==> config.mk <==
export PLATFORM = sky130hd
export DESIGN_NAME = vseq_alt_sel
export DESIGN_NICKNAME = d
export VERILOG_FILES = /design/src/rtl/vseq_alt_sel.sv
export SDC_FILE = /design/constraint.sdc
export NUM_CORES = 1
export LEC_CHECK = 0
export BUFFER_PORTS_ARGS = -buffer_cell sky130_fd_sc_hd__clkbuf_2
export CORE_MARGIN = 4
export CORE_UTILIZATION = 39
export CTS_CLUSTER_SIZE = 8
export DETAILED_ROUTE_END_ITERATION = 8
export SLEW_MARGIN = 30
export SYNTH_ARGS = -nofsm -noshare
export SYNTH_HDL_FRONTEND = slang
export SYNTH_SLANG_ARGS = --single-unit
==> constraint.sdc <==
create_clock -name clk -period 3.92 [get_ports clk]
set_input_delay 0.392 -clock clk [delete_from_list [all_inputs] [get_ports clk]]
set_output_delay 0.392 -clock clk [all_outputs]
set_load 0.05 [all_outputs]
==> src/rtl/vseq_alt_sel.sv <==
module vseq_alt_sel #(
  parameter int NOUT   = 4,
  parameter int NREG   = 5,
  parameter int NSEQ   = 12,
  parameter int PTR_W  = 4,
  parameter int LINE_W = 11,
  parameter int PIX_W  = 11
) (
  input  logic                          clk,
  input  logic                          rst_n,
  input  logic                          hd,
  input  logic                          vd,
  input  logic [NSEQ-1:0]               wave_init,
  input  logic [NSEQ*PIX_W-1:0]         wave_edge_a,
  input  logic [NSEQ*PIX_W-1:0]         wave_edge_b,
  input  logic [(NREG-1)*LINE_W-1:0]    region_start,
  input  logic [NREG-1:0]               alt_en,
  input  logic [NOUT*NREG*PTR_W-1:0]    sel_first,
  input  logic [NOUT*NREG*PTR_W-1:0]    sel_second,
  input  logic [NOUT-1:0]               inv_first,
  input  logic [NOUT-1:0]               inv_second,
  output logic [NOUT-1:0]               vout
);
  localparam int RG_W  = $clog2(NREG);
  localparam int SEL_W = NOUT*NREG*PTR_W;

  logic [NSEQ-1:0]            init_sh;
  logic [NSEQ*PIX_W-1:0]      edge_a_sh, edge_b_sh;
  logic [(NREG-1)*LINE_W-1:0] start_sh;
  logic [NREG-1:0]            alt_sh;
  logic [SEL_W-1:0]           sel_first_sh, sel_second_sh;
  logic [NOUT-1:0]            inv_first_sh, inv_second_sh;

  logic [LINE_W-1:0] line_q, line_nx;
  logic [PIX_W-1:0]  pix_q;
  logic              phase_q;
  logic [RG_W-1:0]   cur_rg, nxt_rg;
  logic [NSEQ-1:0]   wave;

  function automatic logic [RG_W-1:0] region_of(input logic [LINE_W-1:0] ln,
                                                input logic [(NREG-1)*LINE_W-1:0] b);
    region_of = '0;
    for (int k = 1; k < NREG; k++)
      if (b[(k-1)*LINE_W +: LINE_W] <= ln) region_of = RG_W'(k);
  endfunction

  assign line_nx = (line_q == '1) ? line_q : line_q + 1'b1;
  assign cur_rg  = region_of(line_q, start_sh);
  assign nxt_rg  = region_of(line_nx, start_sh);

  always_ff @(posedge clk or negedge rst_n) begin
    if (!rst_n) begin
      init_sh       <= '0;
      edge_a_sh     <= '0;
      edge_b_sh     <= '0;
      start_sh      <= '0;
      alt_sh        <= '0;
      sel_first_sh  <= '0;
      sel_second_sh <= '0;
      inv_first_sh  <= '0;
      inv_second_sh <= '0;
      line_q        <= '0;
      pix_q         <= '0;
      phase_q       <= 1'b0;
    end else begin
      if (vd) begin
        init_sh       <= wave_init;
        edge_a_sh     <= wave_edge_a;
        edge_b_sh     <= wave_edge_b;
        start_sh      <= region_start;
        alt_sh        <= alt_en;
        sel_first_sh  <= sel_first;
        sel_second_sh <= sel_second;
        inv_first_sh  <= inv_first;
        inv_second_sh <= inv_second;
        line_q        <= '0;
        phase_q       <= 1'b0;
      end else if (hd) begin
        line_q  <= line_nx;
        phase_q <= (nxt_rg == cur_rg) && alt_sh[cur_rg] && !phase_q;
      end
      if (vd || hd)         pix_q <= '0;
      else if (pix_q != '1) pix_q <= pix_q + 1'b1;
    end
  end

  for (genvar k = 0; k < NSEQ; k++) begin : g_wave
    assign wave[k] = init_sh[k]
                   ^ (pix_q >= edge_a_sh[k*PIX_W +: PIX_W])
                   ^ (pix_q >= edge_b_sh[k*PIX_W +: PIX_W]);
  end

  for (genvar o = 0; o < NOUT; o++) begin : g_out
    logic [PTR_W-1:0] ptr;
    assign ptr = phase_q ? sel_second_sh[(o*NREG + int'(cur_rg))*PTR_W +: PTR_W]
                         : sel_first_sh[(o*NREG + int'(cur_rg))*PTR_W +: PTR_W];
    assign vout[o] = ((ptr < PTR_W'(NSEQ)) ? wave[ptr] : wave[0])
                   ^ (phase_q ? inv_second_sh[o] : inv_first_sh[o]);
  end
endmodule

# ---- Word level (Yosys, flattened, before mapping)
# Index checks and enable logic that the tools add are counted.
dict set report word_totals {
  ff_bits 516
  inputBits 497
  out_inout_bits 4
  word_cells 140
}
dict set report op_classes {
  addsub 5
  magnitude_cmp 41
  n_eq_ne 3
  n_shift 8
  mux 37
  n_bitwise 28
  n_reduce_logical 6
}
# op n
set op_table {}
lappend op_table {{>= comparator 11 bit} 24}
lappend op_table {{variable part select 80 x 32 -> 4 bit} 3}
lappend op_table {{variable part select 80 x 6 -> 4 bit} 2}
lappend op_table {{variable part select 80 x 8 -> 4 bit} 2}
lappend op_table {{less-or-equal comparator 11 bit} 8}
lappend op_table {{variable part select 80 x 7 -> 4 bit} 1}
lappend op_table {{2-to-1 mux 11 bit} 5}
lappend op_table {{XOR 1 bit} 28}
lappend op_table {{adder 11 x 1 -> 11 bit, second input constant} 2}
lappend op_table {{< comparator 4 x 5 -> 1 bit, second input constant} 4}
lappend op_table {{2-to-1 mux 1 bit} 17}
lappend op_table {{binary-select mux 1 bit (select 4 bit)} 4}
lappend op_table {{< comparator 4 bit, second input constant} 4}
lappend op_table {{2-to-1 mux 4 bit} 4}
lappend op_table {{2-to-1 mux 3 bit} 5}
lappend op_table {{equality test 11 bit, second input constant} 1}
lappend op_table {{inequality test 11 bit, second input constant} 1}
lappend op_table {{adder 4 x 3 -> 5 bit, first input constant} 2}
lappend op_table {{adder 3 x 3 -> 4 bit, first input constant} 1}
lappend op_table {{< comparator 3 x 4 -> 1 bit, second input constant} 1}
lappend op_table {{nonzero test 2 bit} 2}
lappend op_table {{binary-select mux 1 bit (select 3 bit)} 1}
lappend op_table {{equality test 3 bit} 1}
lappend op_table {{logical AND 1 bit} 2}
lappend op_table {{other kinds (3)} 3}

# ---- Depth between registers and ports, before layout
# Gate-level depths: netlist of run 1.
dict set report depth {
  depth_word 12
  depth_mapped 19
}

# ---- Worst setup path before layout of run 1
# No wires, ideal clock.
dict set report synth_timing {
  kind {flip-flop to output port}
  start {register line_q[6]}
  end {output vout[2]}
  arrival_ps 4373
  path_slack_ps -845
  stages_incl_launch_ff 15
  path_cell_list {dfrtp_1 clkbuf_1 inv_1 ha_1 a21oi_1 o21ai_1 a2111oi_2 o221ai_4 nand2_4 mux4_2 o22ai_2 mux2_1 mux4_2 mux2i_1 xor2_1}
}
dict set report synth_between {
  elab_chain_cells 12
  word_cells_on_any_way 17
}
# element line_no
set synth_rtl {}
lappend synth_rtl {{start, declared} 34} ;# logic [LINE_W-1:0] line_q, line_nx;
lappend synth_rtl {{start signal, assigned} 79} ;# line_q <= line_nx;
lappend synth_rtl {{less-or-equal comparator 11 bit} 44} ;# if (b[(k-1)*LINE_W +: LINE_W] <= ln) region_of = RG_W'(k);
lappend synth_rtl {{2-to-1 mux 1 bit} 44}
lappend synth_rtl {{2-to-1 mux 2 bit} 44}
lappend synth_rtl {{2-to-1 mux 3 bit} 44}
lappend synth_rtl {{2-to-1 mux 3 bit *} 44}
lappend synth_rtl {{adder 4 x 3 -> 5 bit *} {95, 96}}
lappend synth_rtl {{variable part select 80 x 8 -> 4 bit or variable part select 80 x 32 -> 4 bit (tied branches)} {96, 95}}
lappend synth_rtl {{2-to-1 mux 4 bit *} 95} ;# assign ptr = phase_q ? sel_second_sh[(o*NREG + int'(cur_rg))*PTR_W +: PTR_W]
lappend synth_rtl {{binary-select mux 1 bit (select 4 bit)} 97} ;# assign vout[o] = ((ptr < PTR_W'(NSEQ)) ? wave[ptr] : wave[0])
lappend synth_rtl {{2-to-1 mux 1 bit (implied by the code)} 97}
lappend synth_rtl {{2-to-1 mux 1 bit *} 97}
lappend synth_rtl {{XOR 1 bit *} 98} ;# ^ (phase_q ? inv_second_sh[o] : inv_first_sh[o]);
lappend synth_rtl {{end, declared} 22} ;# output logic [NOUT-1:0] vout
# Mark *: on every way between the ends. The rest lies on a longest branch, timed or not. The select of a mux whose other input is x is not followed.

# ---- Final worst setup path of run 1
dict set report layout_timing {
  start {register line_q[2]}
  end {output vout[2]}
}
# Same word-level chain as after synthesis.

==> results.ini, run 1 <==
[outcome]
outcome = finished, violations left
violations = setup timing

[synth]
postSynthAreaPerCell_um2 = 10.3
synth_common_cells = dfrtp_1, ha_1, nand2_1, o21ai_0, inv_1
synth.ff_latch_count = 516
netlist.area_leader.share = 0.433
yosys_most_used_dff = dfrtp_1
post_synth_num_cell_types = 84
post_synth_inst_count = 2906
yosysSeqAreaShare = 0.433
synth.cell_area_mm2 = 0.0298
postSynth.asyncResetShare = 1.00
yosys.cell_count.top_type = dfrtp_1
yosys_warnings = 0
synth_top_cell_by_area = dfrtp_1
synth.top_cells.by_area = dfrtp_1, ha_1, mux2_2
synth_edf_count = 0
synth_fp_nets = 3747

[sta]
timing.clock.skew_ns = 0.0152
layout_worst_path_cycle_share = 1.24
postLayoutSetupSlackWorst_ns = -0.943
timing_hold_violations_final = 0
timing.final.setup_violations = 4
max_freq_mhz = 206
grt_setup_unrepaired = true
worstMarginPinSlew_ns = 0.895
min_period_ns = 4.86
final-max-slew-violation-count = 0
slew-limit-headroom = 0.403

[power_and_ir_drop]
power.total_mw = 16.3
total_leakage_power_nw = 20.2
powerDensity_mw_per_mm2 = 392
peakVddDrop_v = 0.000273

[placed_design]
detailed_place_hpwl_um = 72200
postPlaceCellArea_mm2 = 0.0358
dp_worst_setup_slack_ns = -0.453
gp_congestion = 0.860
io_buffers = 500

[worst_setup_path]
cp_data_required_time_ns = 3.53
crit_path_max_fanout = 5
critical-path-max-stage-delay_ns = 0.56
crit_family = multiplexers
crit_start = line_q[2]
r2r-start = line_q[1]
timing.critical_path.mode_cell = mux4_2
worst_path_max_delay_cell = or4b_4
critPathCaptureType = output port
timing.critical_path.from_type = register
worst_ep_arrival_time_ns = 4.47
critical_path_buf_inv_count = 3
critPathKind = register to output port
cell_breakdown_of_the_critical_path = inv_2, buf_6, ha_4, a21oi_4, a211oi_2, or4b_4, and2_4, nand2_8, mux4_2, o22ai_4, mux2_4, mux4_2, mux2i_4, xor2_4, buf_12

[global_routing]
total_grt_usage = 0.238
global_route.overflow_total = 0
via_count_of_the_first_global_routing_pass = 26500
pin_count_of_the_biggest_net_entering_global_routing = 187
grt_antenna_before_repair = 10
grt_first_pass_wirelength_um = 151000

[floorplan]
pin_count = 501
placementRows = 101
die_area_mm2 = 0.0809
start_util = 0.393
core_region_area_mm2 = 0.0758
die_height_um = 284
die_width_um = 284

[detailed_routing]
wirelength_um = 98300
detailedRoute.firstPassIterationCount = 5
routed-via-count = 25500
routedWlPerCell_um = 19.7
remaining_drc_errors = 0
drt-initial-drc-count = 1349
vias_per_cell = 5.12
final_antenna_net_count = 0

[finish]
finish.utilization = 0.549
area_growth_pct = 39.8
finalNetCount = 4824
finish.instance_area_mm2 = 0.0417
post_route_cells_drive_above_1_share = 0.314

[clocking]
clock_tree.buffer_depth = 3
clk_latency_ns = 0.62
clk_transition_reported_paths_ns = 0.05
cts_tree = built
h-tree-depth = 3
cts-buffers-inserted = 75
clk_root_buffer_cell = clkbuf_16
cts_num_sinks = 516

[min_path]
holdCritPathClass = primary input to register
hold_wc_startpoint = wave_edge_b[42]

[job]
max_cap_viol_count = 0

## path summary, 6_finish.rpt
| kind | endpoint | slack (ns) | cells after the start |
|---|---|---|---|
| worst max-delay path | vout[2] | -0.94 | 15 |
| worst min-delay path | edge_b_sh[42] | 0.02 | 3 |
| worst max register to register | phase_q | 0.14 | 19 |
| worst min register to register | sel_first_sh[45] | 0.50 | 1 |
| max in group asynchronous | edge_b_sh[121] | 2.43 | 3 |
| min in group asynchronous | start_sh[14] | 0.41 | 2 |
## repair_timing
item	in CTS	in global routing
pin swaps	20	37
endpoints found under the hold margin	390	0
buffers inserted	7	9
cloned	1	0
endpoints found under the setup margin	5	5
hold buffers	323	0
resized for setup	35	60
## through the flow
stage               hold WS (ns)  setup TNS (ns)  std cells
global placement           0.469           -1.64       4547
finish                    0.0181           -3.62       4982
CTS                    0.0000585           -3.96       4969
detailed placement         0.469           -1.95       4547
global route             0.00204           -4.40       4979
floorplan                 0.0964          -0.478       2906
## flip-flops by register name, summed over array words and instances, names as in the netlist
name / cells
pix_q: 11
edge_b_sh: 132
inv_first_sh: 4
init_sh: 12
line_q: 11
inv_second_sh: 4
edge_a_sh: 132
phase_q: 1
alt_sh: 5
start_sh: 44
sel_first_sh: 80
sel_second_sh: 80
## worst reg2reg max path, stage by stage (launching register included)
cell	delay, ns
dfrtp_1	0.37
buf_4	0.15
ha_4	0.13
and4_4	0.21
nand4_1	0.13
buf_6	0.17
buf_4	0.13
nor2b_1	0.14
xnor2_2	0.26
ha_1	0.32
o21a_1	0.15
o31ai_2	0.25
a31oi_1	0.12
a211o_1	0.30
a21oi_2	0.17
o21ai_1	0.09
o21ai_1	0.10
a21oi_2	0.10
xnor2_2	0.25
o32ai_4	0.10
## placed cells by master, fill, tap and decap left out, types with 36 or more instances in the layout
cell             n
nand3_1         36
dlygate4sd3_1  323
a21o_1          39
inv_1          263
o21ai_0        313
nor2_1          99
buf_4          248
nand2_1        331
mux2i_1         73
clkbuf_2       494
ha_1           334
dfrtp_1        504
a21oi_1         82
clkbuf_16       76
mux2_2         254
## per-layer routing
layer / track usage / vias to the layer above / share of wire
met4: 0.0764 / 8 / 0.033
li1: - / 12400 / -
met5: 0 / - / 0.00051
met2: 0.398 / 708 / 0.47
met1: 0.315 / 12200 / 0.44
met3: 0.0427 / 189 / 0.053
## cell families after synthesis
| family | Yosys count | synth area share |
|---|---|---|
| flip-flops | 516 | 0.433 |
| XOR/XNOR | 49 | 0.0144 |
| AND/OR/NAND/NOR | 614 | 0.0919 |
| AO/OA/AOI/OAI | 650 | 0.134 |
| multiplexers | 343 | 0.130 |
| adder cells (fa/ha/maj) | 349 | 0.146 |
| buffers and inverters | 385 | 0.0499 |
## where the power goes
group | internal, mW | leakage [nW] | switching, mW
logic | 2.18 | 13.0 | 2.15
registers | 5.82 | 6.17 | 0.249
clock network | 3.50 | 1.01 | 2.45
## final cells by class
class	instances	area, um2
clock buffer	83	1950
fill	6494	34200
multi-input combinational	2006	16000
sequential	516	12900
timing repair buffer	1111	8360
antenna	7	17.5
tap	978	1220
clock inverter	8	130
inverter	273	1030
No activity file was read; power rests on OpenSTA's default activity.
==> run 2, diff against run 1 <==
--- a/config.mk
+++ b/config.mk
@@ -6,7 +6,6 @@
 export NUM_CORES = 1
 export LEC_CHECK = 0
 export BUFFER_PORTS_ARGS = -buffer_cell sky130_fd_sc_hd__clkbuf_2
-export CORE_MARGIN = 4
 export CORE_UTILIZATION = 39
 export CTS_CLUSTER_SIZE = 8
 export DETAILED_ROUTE_END_ITERATION = 8
==> results.ini, run 2 (synthesis results as in run 1) <==
[outcome]
outcome = finished, violations left
violations = setup timing

[detailed_routing]
route.met3.wl_um = 4260
routed-via-count = 24800
top_layer_used = met5
wirelength_met1_um = 43100
drt-initial-drc-count = 1483
remaining_drc_errors = 0
wirelength_um = 94500
met2_length_um = 45100
detailedRoute.firstPassIterationCount = 5
routedWlPerCell_um = 19.6
vias_per_cell = 5.13
final_antenna_net_count = 0

[floorplan]
placementRows = 100
core_region_area_mm2 = 0.0751
start_util = 0.397
die_width_um = 278
pin_count = 501
die_area_mm2 = 0.0775
die_height_um = 278

[clocking]
cts-buffers-inserted = 74
clk_latency_ns = 0.61
clk_root_buffer_cell = clkbuf_16
clk_transition_reported_paths_ns = 0.05
h-tree-depth = 3
cts_tree = built
cts_num_sinks = 516
clock_tree.buffer_depth = 3

[sta]
slew-limit-headroom = 0.480
layout_worst_path_cycle_share = 1.25
worstMarginPinSlew_ns = 0.780
min_period_ns = 4.90
grt_setup_unrepaired = true
postLayoutSetupSlackWorst_ns = -0.982
timing_hold_violations_final = 0
timing.final.setup_violations = 4
final-max-slew-violation-count = 0
max_freq_mhz = 204
fin_setup_tns_ns = -3.81
timing.clock.skew_ns = 0.0133

[placed_design]
io_buffers = 500
detailed_place_hpwl_um = 70900
place_inst = 4532
gp_congestion = 0.889

[global_routing]
grt_first_pass_wirelength_um = 144000
global_route.overflow_total = 0
via_count_of_the_first_global_routing_pass = 25400
total_grt_usage = 0.242
grt_antenna_before_repair = 4
pin_count_of_the_biggest_net_entering_global_routing = 175

[finish]
highest_count_cells_in_the_layout_ignoring_fill_and_taps = dfrtp_1, clkbuf_2, nand2_1
final-instance-count-excl-fill = 4827
area_growth_pct = 35.2
layout_top_registers = edge_a_sh x132, edge_b_sh x132
finalNetCount = 4686
final_common_cell = dfrtp_1
layout.filler_cells = 6708
post_route_cells_drive_above_1_share = 0.329

[worst_setup_path]
critPathKind = register to output port
critPathCaptureType = output port
timing.critical_path.from_type = register
crit_path_max_fanout = 7
timing.reg2reg.worst_path_depth = 22
worst_ep_arrival_time_ns = 4.51
cp_data_required_time_ns = 3.53

[power_and_ir_drop]
powerDensity_mw_per_mm2 = 398
total_leakage_power_nw = 19.6
peakVddDrop_v = 0.000286

[job]
max_cap_viol_count = 0

[min_path]
hold_path_cell_cnt = 3
holdCritPathClass = primary input to register

## run 2: cell types whose count changed in the layout (fill, tap and decap cells not counted), moves of 4 or more
cell,change
buf_4,+13
diode_2,-5
dlygate4sd3_1,-146
ha_1,-10
ha_4,+11
xnor2_1,+4
xnor2_2,-4
## run 2: layer usage
| metal | GRT usage | vias up |
|---|---|---|
| met5 | 0 | - |
| met4 | 0.0605 | 2 |
| met3 | 0.0295 | 120 |
| met2 | 0.407 | 633 |
| met1 | 0.330 | 11900 |
| li1 | - | 12100 |
## run 2: timing repair
action	4_1_cts	5_1_grt
endpoints found under the hold margin	237	0
hold buffers	177	0
buffers inserted	18	15
setup endpoints to repair	5	5
pin swaps	17	39
gates resized for setup	30	77
## run 2: critical path, cell delays in order (launching register included)
cell and delay [ns]:
dfrtp_1 0.40, inv_4 0.10, buf_6 0.12, ha_4 0.20, a21oi_1 0.15, o22ai_1 0.11, or4b_4 0.54, and2_4 0.22
a21oi_4 0.27, mux2i_1 0.23, a221o_1 0.27, mux4_2 0.53, mux2i_1 0.14, nor2_1 0.06, a21oi_2 0.12, buf_6 0.14
xor2_4 0.15, buf_12 0.15
## run 2: path summary, 6_finish.rpt
kind,startpoint,endpoint,slack (ns)
max,line_q[6],vout[0],-0.98
min,wave_edge_b[56],edge_b_sh[56],0.03
max reg2reg,line_q[2],phase_q,0.11
min reg2reg,sel_first_sh[19],sel_first_sh[19],0.50
max in group asynchronous,rst_n,sel_second_sh[76],2.39
min in group asynchronous,rst_n,inv_first_sh[3],0.39
## run 2: layout make-up
type,count,area (um2),share of cell area
diodes,2,5.00,0.000124
clock inverters,4,71.3,0.00177
multi-input cells,2005,16100,0.401
repair buffers,975,6950,0.173
flip-flops and latches,516,12900,0.321
clock buffers,83,1930,0.0479
inverters,273,1030,0.0257
well taps,969,1210,0.0301
## run 2: power by group
group,internal [mW],switching (mW)
Sequential,5.82,0.251
Combinational,2.05,2.10
Clock,3.44,2.37
Total,11.3,4.72
## run 2: per-stage QoR
step | util | instance area [um2] | worst slack [ns] | total power [mW] | hold slack [ns]
after global routing | 0.536 | 40300 | -1.22 | 16.8 | 0.0105
after detailed placement | 0.475 | 35700 | -0.515 | 9.93 | 0.452
final | 0.536 | 40300 | -0.982 | 16.0 | 0.0265
after CTS | 0.529 | 39700 | -1.02 | 16.0 | 0.000142
after floorplan | - | 30000 | -0.263 | 8.29 | 0.0964
after global placement | 0.475 | 35700 | -0.494 | 9.87 | 0.444
==> run 3, diff against run 2 <==
--- a/config.mk
+++ b/config.mk
@@ -9,6 +9,8 @@
 export CORE_UTILIZATION = 39
 export CTS_CLUSTER_SIZE = 8
 export DETAILED_ROUTE_END_ITERATION = 8
+export SETUP_SLACK_MARGIN = 0.3
+export SKIP_CTS_REPAIR_TIMING = 1
 export SLEW_MARGIN = 30
 export SYNTH_ARGS = -nofsm -noshare
 export SYNTH_HDL_FRONTEND = slang
==> results.ini, run 3 (synthesis results as in run 1) <==
[finish]
post_route_cells_drive_above_1_share = 0.330
final_common_cell = dfrtp_1
seqCellArea_mm2 = 0.0129
footprint_of_the_multi_input_gates_mm2 = 0.0158
highest_count_cells_in_the_layout_ignoring_fill_and_taps = dfrtp_1, clkbuf_2, ha_1
layout_top_registers = edge_a_sh x132, edge_b_sh x132
finalNetCount = 4542
finish.utilization = 0.515
layout.filler_cells = 6872
area_growth_pct = 29.8

[global_routing]
via_count_of_the_first_global_routing_pass = 24200
grt_first_pass_wirelength_um = 139000
grt_antenna_before_repair = 10
global_route.overflow_total = 0
total_grt_usage = 0.236
pin_count_of_the_biggest_net_entering_global_routing = 142

[sta]
timing_hold_violations_final = 28
grt_setup_unrepaired = true
timing.final.setup_violations = 4
worstMarginPinSlew_ns = 0.822
hold_slack_ns = -0.0126
slew-limit-headroom = 0.452
min_period_ns = 4.98
final-max-slew-violation-count = 0
postLayoutSetupSlackWorst_ns = -1.06
max_freq_mhz = 201
layout_worst_path_cycle_share = 1.27
timing.clock.skew_ns = 0.0165

[placed_design]
io_buffers = 500
gp_congestion = 0.933
dp_worst_setup_slack_ns = -0.581
detailed_place_hpwl_um = 69900

[clocking]
clk_transition_reported_paths_ns = 0.05
clk_root_buffer_cell = clkbuf_16
cts_tree = built
clk_latency_ns = 0.62
cts-buffers-inserted = 75
cts_num_sinks = 516
clock_tree.buffer_depth = 3
h-tree-depth = 3

[floorplan]
die_height_um = 278
start_util = 0.397
die_width_um = 278
die_area_mm2 = 0.0775
pin_count = 501
placementRows = 100
core_region_area_mm2 = 0.0751

[detailed_routing]
vias_per_cell = 5.15
routedWlPerCell_um = 19.6
final_antenna_net_count = 0
routed-via-count = 24200
remaining_drc_errors = 0
detailedRoute.firstPassIterationCount = 5
wirelength_um = 91900
drt-initial-drc-count = 1198

[power_and_ir_drop]
power.switching_mw = 4.73
power_report.internal_total_mw = 11.3
sequentialPowerShare = 0.379
total_leakage_power_nw = 19.0
peakVddDrop_v = 0.000251
pwr-share-clk = 0.373
power.total_mw = 16.0
switching_share = 0.295
powerDensity_mw_per_mm2 = 415
comb_power_share = 0.248

[outcome]
violations = hold timing, setup timing
outcome = finished, violations left

[worst_setup_path]
worst_ep_arrival_time_ns = 4.59
crit_path_max_fanout = 6
worst_path_max_delay_cell = or4b_4
cp_data_required_time_ns = 3.53
critPathCaptureType = output port
timing.critical_path.from_type = register
critical_path_buf_inv_count = 4
cell_breakdown_of_the_critical_path = inv_2, ha_1, nand3_2, a211oi_2, or4b_4, and2_4, buf_12, nand2_1, mux4_2, o211a_1, mux2_1, nand2_1, o21ai_1, a311o_1, buf_6, xnor2_4, buf_12
crit_family = simple AND/OR/NAND/NOR gates
critPathKind = register to output port
critical-path-max-stage-delay_ns = 0.58

[job]
max_cap_viol_count = 0

[min_path]
holdCritPathClass = primary input to register

## run 3: stage by stage
stage                     setup TNS, ns  hold slack (ns)  std cells  instance area [um2]
final                             -4.05          -0.0126       4693                38700
after global routing              -4.92       -0.0000558       4691                38700
after CTS                         -4.82           -0.216       4612                37700
after detailed placement          -2.06            0.450       4518                35600
after global placement            -1.89            0.448       4518                35600
after floorplan                  -0.491           0.0964       2906                30000
## run 3: power by group through the flow
stage	Sequential (mW)	Combinational [mW]	Clock, mW
3_3_place_gp	6.14	3.75	0
5_1_grt	6.12	4.37	6.32
2_1_floorplan	6.07	2.23	0
6_report	6.07	3.98	5.98
3_5_place_dp	6.15	3.79	0
4_1_cts	6.07	3.81	6.13
## run 3: path summary, 6_finish.rpt
| kind | from | endpoint | slack [ns] | depth (start not counted) |
|---|---|---|---|---|
| max reg2reg | line_q[1] | phase_q | 0.10 | 19 |
| max | line_q[5] | vout[1] | -1.06 | 17 |
| min reg2reg | sel_second_sh[64] | sel_second_sh[64] | 0.50 | 1 |
| min in group asynchronous | rst_n | start_sh[3] | 0.35 | 2 |
| min | region_start[0] | start_sh[0] | -0.01 | 3 |
| max in group asynchronous | rst_n | sel_first_sh[19] | 2.54 | 3 |
## run 3: metal layers
metal  track usage  routed length (um)
met1         0.317               41800
met2         0.386               42900
met3        0.0358                4390
met4        0.0799                2650
met5             0                  46
## run 3: area by class of cell
type	instances	share of cell area
Antenna cell	6	0.000388
Clock buffer	87	0.0508
Clock inverter	7	0.00301
Inverter	273	0.0268
Multi-Input combinational cell	2005	0.409
Sequential cell	516	0.334
Tap cell	969	0.0314
Timing Repair Buffer	830	0.144
## run 3: tightest hold or removal path: stages
cell      delay, ns
clkbuf_2       0.07
nand2_1        0.04
o21ai_0        0.06
